===== src/rtl/sys_irq_pkg.sv =====
package sys_irq_pkg;

    localparam int unsigned SEL_W = 3;

    typedef enum logic [SEL_W-1:0] {
        REG_SYS_PEND = 3'd0,
        REG_SYS_MASK = 3'd1,
        REG_TMR_STAT = 3'd2,
        REG_CM_PEND  = 3'd3,
        REG_CM_MASK  = 3'd4,
        REG_CM_CFG   = 3'd5
    } reg_sel_e;

    typedef struct packed {
        logic sys_mask_we;
        logic tmr_clr;
        logic cm_w1c;
        logic cm_mask_we;
        logic cm_cfg_we;
    } wr_strb_t;

endpackage


===== src/rtl/sys_irq_bus.sv =====
module sys_irq_bus
    import sys_irq_pkg::*;
#(
    parameter int unsigned ADDR_W = 4,
    parameter int unsigned DATA_W = 32
) (
    input  logic              bus_we_i,
    input  logic [ADDR_W-1:0] bus_addr_i,
    input  logic              tmr_ack_i,
    input  logic [DATA_W-1:0] sys_pend_i,
    input  logic [DATA_W-1:0] sys_mask_i,
    input  logic [DATA_W-1:0] cm_pend_i,
    input  logic [DATA_W-1:0] cm_mask_i,
    input  logic [DATA_W-1:0] cm_cfg_i,
    output wr_strb_t          strb_o,
    output logic [DATA_W-1:0] rdata_o
);

    logic           addr_hit;
    logic [SEL_W-1:0] sel;

    assign sel = bus_addr_i[SEL_W-1:0];

    generate
        if (ADDR_W > SEL_W) begin : g_hi_dec
            assign addr_hit = (bus_addr_i[ADDR_W-1:SEL_W] == '0);
        end else begin : g_no_hi
            assign addr_hit = 1'b1;
        end
    endgenerate

    always_comb begin
        strb_o = '0;
        if (bus_we_i && addr_hit) begin
            unique case (sel)
                REG_SYS_MASK: strb_o.sys_mask_we = 1'b1;
                REG_TMR_STAT: strb_o.tmr_clr     = tmr_ack_i;
                REG_CM_PEND:  strb_o.cm_w1c      = 1'b1;
                REG_CM_MASK:  strb_o.cm_mask_we  = 1'b1;
                REG_CM_CFG:   strb_o.cm_cfg_we   = 1'b1;
                default:      strb_o             = '0;
            endcase
        end
    end

    always_comb begin
        rdata_o = '0;
        if (addr_hit) begin
            unique case (sel)
                REG_SYS_PEND: rdata_o = sys_pend_i;
                REG_SYS_MASK: rdata_o = sys_mask_i;
                REG_CM_PEND:  rdata_o = cm_pend_i;
                REG_CM_MASK:  rdata_o = cm_mask_i;
                REG_CM_CFG:   rdata_o = cm_cfg_i;
                default:      rdata_o = '0;
            endcase
        end
    end

endmodule


===== src/rtl/sys_irq_grp_idx.sv =====
module sys_irq_grp_idx #(
    parameter int unsigned DATA_W  = 32,
    parameter int unsigned TMR_BIT = 30,
    localparam int unsigned IDX_W  = $clog2(DATA_W)
) (
    input  logic              clk_i,
    input  logic              rst_ni,
    input  logic              set_vld_i,
    input  logic [IDX_W-1:0]  set_idx_i,
    input  logic              clr_vld_i,
    input  logic [IDX_W-1:0]  clr_idx_i,
    input  logic              tmr_clr_i,
    input  logic              mask_we_i,
    input  logic [DATA_W-1:0] wdata_i,
    output logic [DATA_W-1:0] pend_o,
    output logic [DATA_W-1:0] mask_o,
    output logic              irq_o
);

    typedef struct packed {
        logic [DATA_W-1:0] pend;
        logic [DATA_W-1:0] mask;
    } grp_state_t;

    grp_state_t        st_d, st_q;
    logic [DATA_W-1:0] set_vec_d, clr_vec_d;

    always_comb begin
        set_vec_d = set_vld_i ? (DATA_W'(1) << set_idx_i) : '0;
        clr_vec_d = clr_vld_i ? (DATA_W'(1) << clr_idx_i) : '0;
        if (tmr_clr_i) begin
            clr_vec_d[TMR_BIT] = 1'b1;
        end
        st_d      = st_q;
        // clears first, then sets, so a set always wins
        st_d.pend = (st_q.pend & ~clr_vec_d) | set_vec_d;
        if (mask_we_i) begin
            st_d.mask = wdata_i;
        end
    end

    always_ff @(posedge clk_i or negedge rst_ni) begin
        if (!rst_ni) begin
            st_q <= '0;
        end else begin
            st_q <= st_d;
        end
    end

    assign pend_o = st_q.pend;
    assign mask_o = st_q.mask;
    assign irq_o  = |(st_q.pend & st_q.mask);

endmodule


===== src/rtl/sys_irq_grp_w1c.sv =====
module sys_irq_grp_w1c #(
    parameter int unsigned DATA_W = 32
) (
    input  logic              clk_i,
    input  logic              rst_ni,
    input  logic [DATA_W-1:0] src_i,
    input  logic              w1c_i,
    input  logic              mask_we_i,
    input  logic              cfg_we_i,
    input  logic [DATA_W-1:0] wdata_i,
    output logic [DATA_W-1:0] pend_o,
    output logic [DATA_W-1:0] mask_o,
    output logic [DATA_W-1:0] cfg_o,
    output logic              irq_o
);

    typedef struct packed {
        logic [DATA_W-1:0] pend;
        logic [DATA_W-1:0] mask;
        logic [DATA_W-1:0] cfg;
    } grp_state_t;

    grp_state_t        st_d, st_q;
    logic [DATA_W-1:0] clr_vec_d;

    always_comb begin
        clr_vec_d = w1c_i ? wdata_i : '0;
        st_d      = st_q;
        st_d.pend = (st_q.pend & ~clr_vec_d) | src_i;
        if (mask_we_i) begin
            st_d.mask = wdata_i;
        end
        if (cfg_we_i) begin
            st_d.cfg = wdata_i;
        end
    end

    always_ff @(posedge clk_i or negedge rst_ni) begin
        if (!rst_ni) begin
            st_q <= '0;
        end else begin
            st_q <= st_d;
        end
    end

    assign pend_o = st_q.pend;
    assign mask_o = st_q.mask;
    assign cfg_o  = st_q.cfg;
    assign irq_o  = |(st_q.pend & st_q.mask);

endmodule


===== src/rtl/sys_irq_ctrl.sv =====
module sys_irq_ctrl
    import sys_irq_pkg::*;
#(
    parameter int unsigned DATA_W      = 32,
    parameter int unsigned ADDR_W      = 4,
    parameter int unsigned TMR_BIT     = 30,
    parameter int unsigned TMR_ACK_BIT = 7,
    localparam int unsigned IDX_W      = $clog2(DATA_W)
) (
    input  logic              clk_i,
    input  logic              rst_ni,
    input  logic              set_vld_i,
    input  logic [IDX_W-1:0]  set_idx_i,
    input  logic              clr_vld_i,
    input  logic [IDX_W-1:0]  clr_idx_i,
    input  logic [DATA_W-1:0] cm_src_i,
    input  logic              bus_we_i,
    input  logic [ADDR_W-1:0] bus_addr_i,
    input  logic [DATA_W-1:0] bus_wdata_i,
    output logic [DATA_W-1:0] bus_rdata_o,
    output logic              sys_irq_o,
    output logic              cm_irq_o
);

    wr_strb_t          strb;
    logic [DATA_W-1:0] sys_pend_q, sys_mask_q;
    logic [DATA_W-1:0] cm_pend_q, cm_mask_q, cm_cfg_q;

    sys_irq_bus #(
        .ADDR_W (ADDR_W),
        .DATA_W (DATA_W)
    ) u_bus (
        .bus_we_i   (bus_we_i),
        .bus_addr_i (bus_addr_i),
        .tmr_ack_i  (bus_wdata_i[TMR_ACK_BIT]),
        .sys_pend_i (sys_pend_q),
        .sys_mask_i (sys_mask_q),
        .cm_pend_i  (cm_pend_q),
        .cm_mask_i  (cm_mask_q),
        .cm_cfg_i   (cm_cfg_q),
        .strb_o     (strb),
        .rdata_o    (bus_rdata_o)
    );

    sys_irq_grp_idx #(
        .DATA_W  (DATA_W),
        .TMR_BIT (TMR_BIT)
    ) u_sys (
        .clk_i     (clk_i),
        .rst_ni    (rst_ni),
        .set_vld_i (set_vld_i),
        .set_idx_i (set_idx_i),
        .clr_vld_i (clr_vld_i),
        .clr_idx_i (clr_idx_i),
        .tmr_clr_i (strb.tmr_clr),
        .mask_we_i (strb.sys_mask_we),
        .wdata_i   (bus_wdata_i),
        .pend_o    (sys_pend_q),
        .mask_o    (sys_mask_q),
        .irq_o     (sys_irq_o)
    );

    sys_irq_grp_w1c #(
        .DATA_W (DATA_W)
    ) u_cm (
        .clk_i     (clk_i),
        .rst_ni    (rst_ni),
        .src_i     (cm_src_i),
        .w1c_i     (strb.cm_w1c),
        .mask_we_i (strb.cm_mask_we),
        .cfg_we_i  (strb.cm_cfg_we),
        .wdata_i   (bus_wdata_i),
        .pend_o    (cm_pend_q),
        .mask_o    (cm_mask_q),
        .cfg_o     (cm_cfg_q),
        .irq_o     (cm_irq_o)
    );

endmodule


===== config.mk =====
export PLATFORM = sky130hd
export DESIGN_NAME = sys_irq_ctrl
export DESIGN_NICKNAME = d
export VERILOG_FILES = /design/src/rtl/sys_irq_pkg.sv /design/src/rtl/sys_irq_bus.sv /design/src/rtl/sys_irq_grp_idx.sv /design/src/rtl/sys_irq_grp_w1c.sv /design/src/rtl/sys_irq_ctrl.sv
export SDC_FILE = /design/constraint.sdc
export NUM_CORES = 1
export LEC_CHECK = 0
export BUFFER_PORTS_ARGS = -buffer_cell sky130_fd_sc_hd__buf_2
export CORE_AREA = 4 4 126 128
export CTS_CLUSTER_SIZE = 10
export DETAILED_ROUTE_END_ITERATION = 8
export DIE_AREA = 0 0 130 132
export PLACE_DENSITY_LB_ADDON = 0.15
export SKIP_LAST_GASP = 1
export SYNTH_ARGS = -nofsm -noshare
export SYNTH_HDL_FRONTEND = slang
export SYNTH_SLANG_ARGS = --single-unit

===== constraint.sdc =====
create_clock -name clk_i -period 2.44 [get_ports clk_i]
set_input_delay 0.488 -clock clk_i [delete_from_list [all_inputs] [get_ports clk_i]]
set_output_delay 0.488 -clock clk_i [all_outputs]
set_load 0.05 [all_outputs]

---- Yosys cells after proc, flatten, opt, wreduce, memory -nomap -nowiden ----
Index checks and enable logic that the tools add are counted.
cells by class
  eq/ne operators ......................... 5
  bitwise gates (word level) .............. 9
  reduce and logical (&&, ||, !) cells .... 4
  shifts and indexed selects .............. 2
  muxes and demuxes ....................... 12
operators with widths
  operator                                                             number
  32-bit case mux with 5 select lines                                  1
  32-bit AND                                                           4
  32-bit two-way mux                                                   4
  32-bit NOT                                                           2
  32-bit bitwise OR                                                    2
  32-bit OR reduction                                                  2
  1-bit by 5-bit << shifter with 32-bit output (first input constant)  2
  3-bit by 2-bit == test with 1-bit output (second input constant)     2
  3-bit == test (second input constant)                                2
  1-bit two-way mux                                                    6
  5-bit two-way mux                                                    1
  3-bit by 1-bit == test with 1-bit output (second input constant)     1
  3-bit zero test                                                      1
  1-bit logical AND                                                    1
  1-bit NOT                                                            1
storage, ports and cells
  output and inout port bits .............. 34
  input bits .............................. 83
  logic and storage cells ................. 37
  register bits ........................... 160

---- Logic depth before layout (Yosys ltp) ----
Gate-level depths: netlist (run 1).
  word-level depth ........................ 7
  mapped depth ............................ 6
  gate-level depth less buffers ........... 3

---- Hierarchy ----
Synthesis (run 1) repeated with hierarchy kept, for this count alone.
unflattened totals
  cells, all modules ...................... 686
  area, all modules ....................... 8,084.0 um^2
by module, submodules not included
  module           seq. area each (um^2)  area each (um^2)  cells an instance  times used
  sys_irq_grp_w1c  2,402.3                3,694.8           256                1
  sys_irq_grp_idx  1,601.5                2,761.4           228                1
  sys_irq_bus      0.0                    1,627.8           202                1

---- Least setup slack after synthesis (run 1) ----
OpenSTA, ideal clock, no wires.
  path kind ............................... input to output
  start ................................... in bus_addr_i[0]
  end ..................................... out bus_rdata_o[11]
  data required time ...................... 1.952 ns
  stages on the path ...................... 5
  data arrival time ....................... 2.181 ns
  setup slack ............................. -0.229 ns
  path buffers ............................ 2
  path through ............................ buf_2 -> nor3_1 -> clkbuf_1 -> a22oi_1 -> a21oi_1
on the way
  word-level cells in the longest chain between the ends .. 3
  elaborated cells between the ends (all ways) .. 7
  classes of those cells .................. 4 x eq/ne; 2 x mux; 1 x reduce/logical
RTL lines
  element                                RTL line            text
  from (decl)                            sys_irq_ctrl.sv:18  input logic [ADDR_W-1:0] bus_addr_i,
  3-bit == test (tied with other cells)  sys_irq_bus.sv:49   unique case (sel)
  32-bit case mux with 5 select lines *  sys_irq_bus.sv:49
  32-bit two-way mux *                   sys_irq_bus.sv:48   if (addr_hit) begin
  to (decl)                              sys_irq_ctrl.sv:20  output logic [DATA_W-1:0] bus_rdata_o,
Every way passes the cells marked *; elsewhere a longest branch is shown, timed or not.

---- Worst setup path in the final report (run 1) ----
  start ................................... reg u_sys.st_q (netlist bit u_sys.pend_o[16])
  end ..................................... out sys_irq_o
on the way
  word-level cells in the longest chain between the ends .. 2
RTL lines
  element                 RTL line               text
  from (decl)             sys_irq_grp_idx.sv:25  grp_state_t st_d, st_q;
  from (signal assigned)  sys_irq_grp_idx.sv:46  st_q <= st_d;
  32-bit AND              sys_irq_grp_idx.sv:52  assign irq_o = |(st_q.pend & st_q.mask);
  32-bit OR reduction     sys_irq_grp_idx.sv:52
  to (decl)               sys_irq_ctrl.sv:21     output logic sys_irq_o,
Every way passes these cells.

==> flow_metrics.env, run 1 <==
export IMPL_synth_seq_area_share_pct=50.5
export IMPL_placement_io_buffers=116
export IMPL_synth_area_mm2=0.00793
export IMPL_postRouteAntennaNets=0
export IMPL_synth_edff_count=0
export IMPL_worst_setup_path_end_kind="output pin"
export IMPL_critical_path_max_fanout=3
export IMPL_post_drt_via_cell_ratio=6.53
export IMPL_vdd_drop_max_v=0.000540
export IMPL_via_count=6468
export IMPL_power_leakage_nw=4.16
export IMPL_grt_setup_unrepaired="true"
export IMPL_grt_start_max_net_pins=67
export IMPL_ys_ff_latch=160
export IMPL_setup_tns_final_ps=-19.9
export IMPL_design_final_nets=874
export IMPL_ys_top_cells_by_count="sky130_fd_sc_hd__dfrtp_1 (160), sky130_fd_sc_hd__mux2_2 (65), sky130_fd_sc_hd__a21oi_1 (64), sky130_fd_sc_hd__a22oi_1 (64), sky130_fd_sc_hd__o21ai_0 (63)"
export IMPL_async_reset_ff_share_pct=100
export IMPL_place_gp_congestion=0.961
export IMPL_final_layout_size_suffix_gt1_share_pct=41.7
export IMPL_floorplan_initialDensity_pct=53.3
export IMPL_layout_overhead_on_the_synthesized_area_pct=21.7
export IMPL_diodes=0
export IMPL_report_final_setup_viol=2
export IMPL_result_of_the_run="finished with violations"
export IMPL_drtPass1Iterations=6
export IMPL_dpl_worst_slack_ps=73.9
export IMPL_timing_critical_path_from_type="register"
export IMPL_dp_hpwl_um=17600
export IMPL_slew_viol_final=0
export IMPL_final_setup_slack_of_the_worst_path_ps=-11.1
export IMPL_initialDrtViolationCount=569
export IMPL_num_io_pins=117
export IMPL_clock_sinks=160
export IMPL_tritoncts="built"
export IMPL_floorplan_rows=45
export IMPL_cts_buffers_inserted=17
export IMPL_cp_data_arrival_time_ps=1960
export IMPL_grt_pass1_wl_um=37900
export IMPL_yosys_cell_types_count=35
export IMPL_cts_hold_bufs=0
export IMPL_ctsRootBufferMaster="sky130_fd_sc_hd__clkbuf_16"
export IMPL_worst_hold_path_type="primary input to async pin"
export IMPL_totalWireLength_um=24200
export IMPL_time_the_worst_path_needs_with_i_o_delays_and_setup_ps=2450
export IMPL_ys_warnings_count=0
export IMPL_synth_cells=675
export IMPL_failing_checks="negative setup slack"
export IMPL_yosys_most_used_dff="sky130_fd_sc_hd__dfrtp_1"
export IMPL_overflow=0
export IMPL_worstPathRequired_ps=1950
export IMPL_wire_per_inst_um=24.4
export IMPL_postSynthNetCount=758
export IMPL_hold_worst_slack_ps=34.9
export IMPL_synth_largest_area_cell="sky130_fd_sc_hd__dfrtp_1"
export IMPL_power_density_mw_per_mm2=843
export IMPL_maxCapViolCount=0
export IMPL_worst_clock_skew_ps=0
export IMPL_timing_hold_violations_final=0
export IMPL_die_area_mm2=0.0172
export IMPL_post_synth_top_area_fraction_pct=50.5
export IMPL_initial_antenna_violation_count=0
export IMPL_area_of_the_core_mm2=0.0149
export IMPL_cts_clk_slew_worst_paths_ps=60
export IMPL_syn_area_per_cell_um2=11.7
export IMPL_cts_max_path_buffers=2
export IMPL_power_mw=8.13
export IMPL_synth_most_common_cell="sky130_fd_sc_hd__dfrtp_1"
export IMPL_layout_worst_path_cycle_share_pct=100
export IMPL_grt_pass1_vias=6601
export IMPL_die_width_um=130
export IMPL_timing_slew_headroom_pct=59.1
export IMPL_track_usage_pct=28.8
export IMPL_critical_path_class="register to output pin"
export IMPL_worst_slew_pin_slew_ps=614
export IMPL_drc=0
export IMPL_filler_cell_count=1237
export IMPL_clock_latency_ps=420
export IMPL_fp_dieH_um=132
export IMPL_yosys_top_cells_area="sky130_fd_sc_hd__dfrtp_1 (51%), sky130_fd_sc_hd__mux2_2 (9.2%), sky130_fd_sc_hd__a22oi_1 (6.1%)"
export IMPL_h_tree_depth=4
export IMPL_timing_fmax_mhz=408
## through the flow
stage | cells | area, um^2 | util, %
after floorplan | 675 | 8050 | -
after detailed placement | 955 | 8880 | 59.7
final | 991 | 9650 | 64.9
after global placement | 955 | 8880 | 59.7
after CTS | 990 | 9620 | 64.7
after global routing | 991 | 9650 | 64.9
## registers in the layout (all words and copies together), names as in the netlist
signal	flops
u_cm.cfg_o	32
u_cm.mask_o	32
u_cm.pend_o	32
u_sys.mask_o	32
u_sys.pend_o	32
## cell usage in the layout (no fill, tap or decap), types with 2 or more instances in the layout
master	n
sky130_fd_sc_hd__mux2i_1	32
sky130_fd_sc_hd__mux2_4	30
sky130_fd_sc_hd__or4_4	2
sky130_fd_sc_hd__buf_4	24
sky130_fd_sc_hd__buf_6	3
sky130_fd_sc_hd__a211o_1	32
sky130_fd_sc_hd__dfrtp_2	2
sky130_fd_sc_hd__a21o_1	32
sky130_fd_sc_hd__clkbuf_16	17
sky130_fd_sc_hd__nor2_1	2
sky130_fd_sc_hd__or2_2	2
sky130_fd_sc_hd__nand4_1	9
sky130_fd_sc_hd__or3b_2	5
sky130_fd_sc_hd__o21ai_0	63
sky130_fd_sc_hd__nand2_1	2
sky130_fd_sc_hd__clkinv_2	3
sky130_fd_sc_hd__nand3b_1	5
sky130_fd_sc_hd__buf_2	112
sky130_fd_sc_hd__nand3_1	36
sky130_fd_sc_hd__nand4b_1	3
sky130_fd_sc_hd__a21oi_1	32
sky130_fd_sc_hd__clkbuf_8	4
sky130_fd_sc_hd__dfrtp_1	158
sky130_fd_sc_hd__buf_12	6
sky130_fd_sc_hd__nand2b_1	7
sky130_fd_sc_hd__clkinvlp_4	3
sky130_fd_sc_hd__bufinv_16	4
sky130_fd_sc_hd__a22oi_2	14
sky130_fd_sc_hd__mux2_2	65
sky130_fd_sc_hd__a22oi_1	50
sky130_fd_sc_hd__a21oi_2	32
## power breakdown
group          total [mW]  switching (mW)  internal [mW]
Combinational        1.57           0.786          0.785
Clock                2.88            1.07           1.81
Sequential           3.68           0.523           3.16
## per-layer routing
| layer | vias to the layer above | track usage, % | wire [um] |
|---|---|---|---|
| met2 | 262 | 46.9 | 11800 |
| met4 | 0 | 9.93 | 565 |
| met1 | 3343 | 38.9 | 10400 |
| met5 | - | 0 | 0 |
| li1 | 2819 | - | - |
| met3 | 44 | 5.31 | 1480 |
## cell families after synthesis
group	Yosys count	synth area share, %
mux	128	19.1
simple gates	81	6.31
flops	160	50.5
buf+inv	49	3.27
compound gates	257	20.8
## cell type report
cell class | instances | area, um^2 | share of cell area, %
well taps | 188 | 235 | 2.44
multi-input cells | 466 | 3870 | 40.1
clock buffers | 21 | 480 | 4.98
clock inverters | 10 | 158 | 1.63
repair buffers | 146 | 902 | 9.35
flip-flops and latches | 160 | 4010 | 41.5
## final timing paths
check | from | to | slack, ps | depth (start not counted)
max in group asynchronous | rst_ni | u_cm.pend_o[9] | 1640 | 2
max | u_sys.pend_o[16] | sys_irq_o | -10 | 4
max reg2reg | u_cm.mask_o[9] | u_cm.mask_o[9] | 1510 | 2
min in group clk_i | cm_src_i[13] | u_cm.pend_o[13] | 230 | 2
min | rst_ni | u_cm.cfg_o[24] | 30 | 1
min reg2reg | u_cm.cfg_o[18] | u_cm.cfg_o[18] | 510 | 1
## timing repair
action	in CTS	in global routing
setup endpoints to repair	2	3
pin swaps	9	0
gates resized for setup	17	6
setup buffers	4	1
## critical path, cell delays in order, from the launching register on
cell	delay (ps)
sky130_fd_sc_hd__dfrtp_1	440
sky130_fd_sc_hd__a22oi_2	240
sky130_fd_sc_hd__nand4_1	110
sky130_fd_sc_hd__or4_4	560
sky130_fd_sc_hd__buf_6	170
(Power assumes the default switching activity.)
==> run 2: changes to the inputs <==
--- a/config.mk
+++ b/config.mk
@@ -5,12 +5,15 @@
 export SDC_FILE = /design/constraint.sdc
 export NUM_CORES = 1
 export LEC_CHECK = 0
+export ABC_AREA = 1
 export BUFFER_PORTS_ARGS = -buffer_cell sky130_fd_sc_hd__buf_2
-export CORE_AREA = 4 4 126 128
+export CAP_MARGIN = 20
+export CORE_AREA = 4 4 128 130
 export CTS_CLUSTER_SIZE = 10
 export DETAILED_ROUTE_END_ITERATION = 8
-export DIE_AREA = 0 0 130 132
+export DIE_AREA = 0 0 132 134
 export PLACE_DENSITY_LB_ADDON = 0.15
+export SKIP_CTS_REPAIR_TIMING = 1
 export SKIP_LAST_GASP = 1
 export SYNTH_ARGS = -nofsm -noshare
 export SYNTH_HDL_FRONTEND = slang
==> run 2 against run 1 <==
  * The flow now finishes without violations
  * Synthesized cell count is 68% higher
  * Critical path depth is 4 higher
  * Non-clock buffer count is 3 higher
  * Utilization is 0.098 points higher
  * Flip-flop and latch count stayed put
  * Sequential share of layout area is 0.86 points lower
  * Final area is 2.0% higher
  * Die area is 3.1% higher
==> flow_metrics.env, run 2 <==
export IMPL_result_of_the_run="finished clean"
export IMPL_worstPathRequired_ps=1950
export IMPL_power_leakage_nw=4.84
export IMPL_timing_slew_headroom_pct=65.6
export IMPL_setup_tns_final_ps=0
export IMPL_timing_fmax_mhz=441
export IMPL_clock_latency_ps=420
export IMPL_diodes=0
export IMPL_yosys_top_cells_area="sky130_fd_sc_hd__dfrtp_1 (48%), sky130_fd_sc_hd__nand2_1 (14%), sky130_fd_sc_hd__o21ai_0 (11%)"
export IMPL_stdcell_area_mm2=0.00985
export IMPL_synth_edff_count=0
export IMPL_fp_dieH_um=134
export IMPL_post_synth_top_area_fraction_pct=48.2
export IMPL_yosys_most_used_dff="sky130_fd_sc_hd__dfrtp_1"
export IMPL_ff_latch_area_mm2=0.00400
export IMPL_ctsRootBufferMaster="sky130_fd_sc_hd__clkbuf_16"
export IMPL_critical_path_max_fanout=17
export IMPL_post_drt_via_cell_ratio=5.70
export IMPL_worst_clock_skew_ps=0
export IMPL_cp_data_arrival_time_ps=1780
export IMPL_report_final_setup_viol=0
export IMPL_totalWireLength_um=24600
export IMPL_drc=0
export IMPL_grt_pass1_wl_um=39900
export IMPL_ys_ff_latch=160
export IMPL_cts_clk_slew_worst_paths_ps=60
export IMPL_slew_viol_final=0
export IMPL_floorplan_rows=45
export IMPL_maxCapViolCount=0
export IMPL_synth_largest_area_cell="sky130_fd_sc_hd__dfrtp_1"
export IMPL_critical_path_class="primary input to output pin"
export IMPL_wire_per_inst_um=17.2
export IMPL_grt_pass1_vias=7652
export IMPL_synth_most_common_cell="sky130_fd_sc_hd__nand2_1"
export IMPL_power_mw=7.65
export IMPL_grt_setup_unrepaired="false"
export IMPL_syn_area_per_cell_um2=7.32
export IMPL_ys_warnings_count=0
export IMPL_design_final_nets=1316
export IMPL_slowest_cell_on_the_critical_path="sky130_fd_sc_hd__buf_4"
export IMPL_filler_cell_count=1352
export IMPL_worst_hold_path_type="primary input to async pin"
export IMPL_grt_start_max_net_pins=62
export IMPL_worst_slew_pin_slew_ps=516
export IMPL_track_usage_pct=28.2
export IMPL_power_density_mw_per_mm2=777
export IMPL_time_the_worst_path_needs_with_i_o_delays_and_setup_ps=2270
export IMPL_floorplan_initialDensity_pct=54.9
export IMPL_layout_overhead_on_the_synthesized_area_pct=18.5
export IMPL_num_io_pins=117
export IMPL_timing_hold_violations_final=0
export IMPL_tritoncts="built"
export IMPL_worst_setup_path_end_kind="output pin"
export IMPL_layout_worst_path_cycle_share_pct=92.9
export IMPL_layout_common_cells="sky130_fd_sc_hd__nand2_1 (306), sky130_fd_sc_hd__o21ai_0 (183), sky130_fd_sc_hd__dfrtp_1 (160)"
export IMPL_async_reset_ff_share_pct=100
export IMPL_multiInputGateArea_mm2=0.00366
export IMPL_place_gp_congestion=0.926
export IMPL_synth_seq_area_share_pct=48.2
export IMPL_die_width_um=132
export IMPL_synth_area_mm2=0.00831
export IMPL_initialDrtViolationCount=873
export IMPL_area_of_the_core_mm2=0.0151
export IMPL_overflow=0
export IMPL_synth_cells=1135
export IMPL_cts_buffers_inserted=17
export IMPL_placement_io_buffers=116
export IMPL_crit_path_cell_trace="buf_2 > inv_2 > nand3_2 > buf_4 > o21ai_0 > nor2_1 > nor2_2 > buf_2"
export IMPL_initial_antenna_violation_count=0
export IMPL_die_area_mm2=0.0177
export IMPL_h_tree_depth=4
export IMPL_ys_top_cells_by_count="sky130_fd_sc_hd__nand2_1 (306), sky130_fd_sc_hd__o21ai_0 (183), sky130_fd_sc_hd__dfrtp_1 (160), sky130_fd_sc_hd__inv_1 (111), sky130_fd_sc_hd__nand3_1 (110)"
export IMPL_layout_commonest_cell="sky130_fd_sc_hd__nand2_1"
export IMPL_crit_path_frequent_cell="sky130_fd_sc_hd__buf_2"
export IMPL_via_count=8177
export IMPL_postRouteAntennaNets=0
export IMPL_vdd_drop_max_v=0.000535
export IMPL_postSynthNetCount=1218
export IMPL_critPathMaxStageDelay_ps=280
export IMPL_dp_hpwl_um=17200
export IMPL_cts_max_path_buffers=2
export IMPL_final_layout_size_suffix_gt1_share_pct=17.7
export IMPL_yosys_cell_types_count=23
export IMPL_path_buf_inv=4
export IMPL_clock_sinks=160
export IMPL_timing_critical_path_from_type="primary input"
export IMPL_post_dp_cell_area_mm2=0.00927
export IMPL_crit_family="buffers and inverters"
export IMPL_drtPass1Iterations=6
==> run 2: cell types whose count changed after synthesis, sizes merged, moves of 65 or more <==
cell   before  now
inv         0  112
nand4       9   74
mux2       96    0
nor2        2  101
nand3      36  112
nand2       2  307
o21ai      63  189
==> run 2: layout make-up <==
type / instances / share of cell area, %
clock buffers: 19 / 4.60
repair buffers: 149 / 9.49
inverters: 114 / 4.36
clock inverters: 13 / 1.31
well taps: 188 / 2.39
flip-flops and latches: 160 / 40.7
multi-input cells: 791 / 37.2
==> run 2: where the power goes <==
part	internal, mW	total, mW	leakage (nW)	switching, mW
combinational	0.512	1.47	2.69	0.960
sequential	3.13	3.55	1.87	0.426
clock	1.48	2.62	0.286	1.14
==> run 2: routing by layer <==
metal,part of all wire [%],up-vias,global-route usage [%],wire length [um]
met5,0,-,0,0
met3,9.4,41,6.75,2300
met2,45,384,43.9,11100
met1,43,3835,39.7,10700
li1,-,3917,-,-
met4,2.1,0,8.23,529
==> run 2: final timing paths <==
check,start,end,slack [ps],depth (start not counted)
max,bus_addr_i[1],bus_rdata_o[11],170,8
min,rst_ni,u_cm.cfg_o[4],3,1
max reg2reg,u_sys.pend_o[29],u_sys.pend_o[29],1610,2
min reg2reg,u_cm.mask_o[28],u_cm.mask_o[28],510,2
max in group asynchronous,rst_ni,u_sys.mask_o[20],1740,2
min in group clk_i,cm_src_i[19],u_cm.pend_o[19],240,3
==> run 2: cell families after synthesis <==
group | count (synthesis) | synth area share (%)
simple gates | 600 | 31.5
compound gates | 191 | 11.6
buf+inv | 184 | 8.76
flops | 160 | 48.2
==> run 2: metrics by stage <==
stage	hold WS (ps)	utilization (%)	instances	setup slack, ps
3_5_place_dp	472	61.2	1402	186
3_3_place_gp	476	61.2	1402	221
2_1_floorplan	192	-	1135	159
5_1_grt	24.1	65.0	1434	54.8
4_1_cts	23.6	65.0	1434	182
6_report	3.03	65.0	1434	172
==> run 3: changes to the inputs <==
--- a/config.mk
+++ b/config.mk
@@ -8,10 +8,12 @@
 export ABC_AREA = 1
 export BUFFER_PORTS_ARGS = -buffer_cell sky130_fd_sc_hd__buf_2
 export CAP_MARGIN = 20
-export CORE_AREA = 4 4 128 130
+export CELL_PAD_IN_SITES_DETAIL_PLACEMENT = 0
+export CELL_PAD_IN_SITES_GLOBAL_PLACEMENT = 2
+export CORE_AREA = 4 4 160 162
 export CTS_CLUSTER_SIZE = 10
 export DETAILED_ROUTE_END_ITERATION = 8
-export DIE_AREA = 0 0 132 134
+export DIE_AREA = 0 0 164 166
 export PLACE_DENSITY_LB_ADDON = 0.15
 export SKIP_CTS_REPAIR_TIMING = 1
 export SKIP_LAST_GASP = 1
==> run 3 against run 2 <==
  * Clock skew unchanged
  * Register-to-register slack worse by 20 ps
  * Die area up 54%
  * Largest power group unchanged
  * Maximum frequency down 2.8%
  * Sequential share of layout area decreased by 0.89 points
  * Final cell count up 9.9%
  * Utilization fell by 23 points
  * Clock power barely moved
  * Global-route usage is 6.6 points lower
  * Non-clock buffer count grew 6
==> flow_metrics.env, run 3 (synthesis results as in run 2) <==
export IMPL_worst_hold_path_type="primary input to async pin"
export IMPL_dpl_worst_slack_ps=73.3
export IMPL_cts_clk_slew_worst_paths_ps=70
export IMPL_timing_critical_path_from_type="primary input"
export IMPL_crit_path_frequent_cell="sky130_fd_sc_hd__buf_2"
export IMPL_fp_dieH_um=166
export IMPL_num_io_pins=117
export IMPL_crit_family="buffers and inverters"
export IMPL_area_of_the_core_mm2=0.0241
export IMPL_power_leakage_nw=4.86
export IMPL_crit_path_cell_trace="buf_2 > buf_12 > nand3_2 > buf_4 > o21ai_0 > nor2_1 > nor2_2 > buf_2"
export IMPL_slew_viol_final=0
export IMPL_wire_per_inst_um=18.3
export IMPL_diodes=0
export IMPL_cells_after_dpl=1543
export IMPL_grt_pass1_vias=7954
export IMPL_place_gp_congestion=0.806
export IMPL_cp_depth=8
export IMPL_floorplan_rows=57
export IMPL_path_buf_inv=4
export IMPL_crit_start="bus_addr_i[2]"
export IMPL_track_usage_pct=21.6
export IMPL_totalWireLength_um=28800
export IMPL_layout_overhead_on_the_synthesized_area_pct=21.2
export IMPL_finalCoreUtilization_pct=41.8
export IMPL_drc=0
export IMPL_met2_length_um=12900
export IMPL_time_the_worst_path_needs_with_i_o_delays_and_setup_ps=2330
export IMPL_cts_max_path_buffers=2
export IMPL_vdd_drop_max_v=0.000391
export IMPL_filler_cell_count=2612
export IMPL_worst_clock_skew_ps=0
export IMPL_hold_worst_slack_ps=29.1
export IMPL_overflow=0
export IMPL_wl_met1_um=14000
export IMPL_final_cell_count_no_fill=1576
export IMPL_final_setup_slack_of_the_worst_path_ps=108
export IMPL_grt_setup_unrepaired="false"
export IMPL_worst_slew_pin_slew_ps=625
export IMPL_layout_commonest_cell="sky130_fd_sc_hd__nand2_1"
export IMPL_clock_sinks=160
export IMPL_power_density_mw_per_mm2=766
export IMPL_ctsRootBufferMaster="sky130_fd_sc_hd__clkbuf_16"
export IMPL_layout_common_cells="sky130_fd_sc_hd__nand2_1 (306), sky130_fd_sc_hd__o21ai_0 (183), sky130_fd_sc_hd__dfrtp_1 (160)"
export IMPL_setup_tns_final_ps=0
export IMPL_initial_antenna_violation_count=0
export IMPL_die_width_um=164
export IMPL_grt_pass1_wl_um=45800
export IMPL_slowest_cell_on_the_critical_path="sky130_fd_sc_hd__buf_2"
export IMPL_cts_buffers_inserted=17
export IMPL_drtPass1Iterations=5
export IMPL_result_of_the_run="finished clean"
export IMPL_rr_worst_depth=2
export IMPL_die_area_mm2=0.0272
export IMPL_worst_setup_path_end_kind="output pin"
export IMPL_clock_latency_ps=420
export IMPL_postRouteAntennaNets=0
export IMPL_post_drt_via_cell_ratio=5.03
export IMPL_timing_slew_headroom_pct=58.3
export IMPL_final_layout_size_suffix_gt1_share_pct=18.1
export IMPL_dp_hpwl_um=20300
export IMPL_critPathMaxStageDelay_ps=270
export IMPL_critical_path_max_fanout=26
export IMPL_cp_data_arrival_time_ps=1840
export IMPL_grt_start_max_net_pins=65
export IMPL_maxUsedRoutingLayer="met4"
export IMPL_power_mw=7.71
export IMPL_stdcell_area_mm2=0.0101
export IMPL_dr_wl_met3_um=1380
export IMPL_timing_fmax_mhz=429
export IMPL_maxCapViolCount=0
export IMPL_layout_worst_path_cycle_share_pct=95.6
export IMPL_timing_hold_violations_final=0
export IMPL_design_final_nets=1322
export IMPL_post_dp_cell_area_mm2=0.00946
export IMPL_worstPathRequired_ps=1950
export IMPL_report_final_setup_viol=0
export IMPL_h_tree_depth=4
export IMPL_floorplan_initialDensity_pct=34.5
export IMPL_via_count=7925
export IMPL_placement_io_buffers=116
export IMPL_critical_path_class="primary input to output pin"
export IMPL_initialDrtViolationCount=501
export IMPL_tritoncts="built"
export IMPL_regToRegStartpoint="u_sys.pend_o[29]"
-- run 3: cell count changes in the layout (fill, tap and decap cells not counted), sizes merged --
cell      change
clkinvlp      +2
clkinv        -1
clkbuf        +5
-- run 3: area by class of cell --
type / count / area [um^2] / area share, %
clock buffer: 18 / 439 / 4.36
clock inverter: 14 / 131 / 1.30
inverter: 114 / 429 / 4.26
multi-input combinational: 791 / 3660 / 36.4
sequential: 160 / 4000 / 39.8
tap: 324 / 405 / 4.03
timing repair buffer: 155 / 997 / 9.90
-- run 3: report_power, final --
group	total (mW)	switching, mW	internal, mW
Clock	2.64	1.19	1.45
Sequential	3.55	0.428	3.13
Combinational	1.52	0.996	0.524
Total	7.71	2.61	5.10
-- run 3: per-layer routing --
metal,vias up,track usage [%]
li1,3935,-
met4,0,5.25
met5,-,0
met2,190,33.2
met1,3770,31.5
met3,30,4.19
-- run 3: worst paths after layout --
path                            slack [ps]          endpoint
worst max-delay path                   110    bus_rdata_o[4]
max in group asynchronous             1750     u_cm.cfg_o[7]
worst min-delay path                    30     u_cm.cfg_o[4]
min in group clk_i                     230   u_cm.pend_o[17]
worst max register to register        1590  u_sys.pend_o[29]
worst min register to register         510   u_cm.mask_o[30]
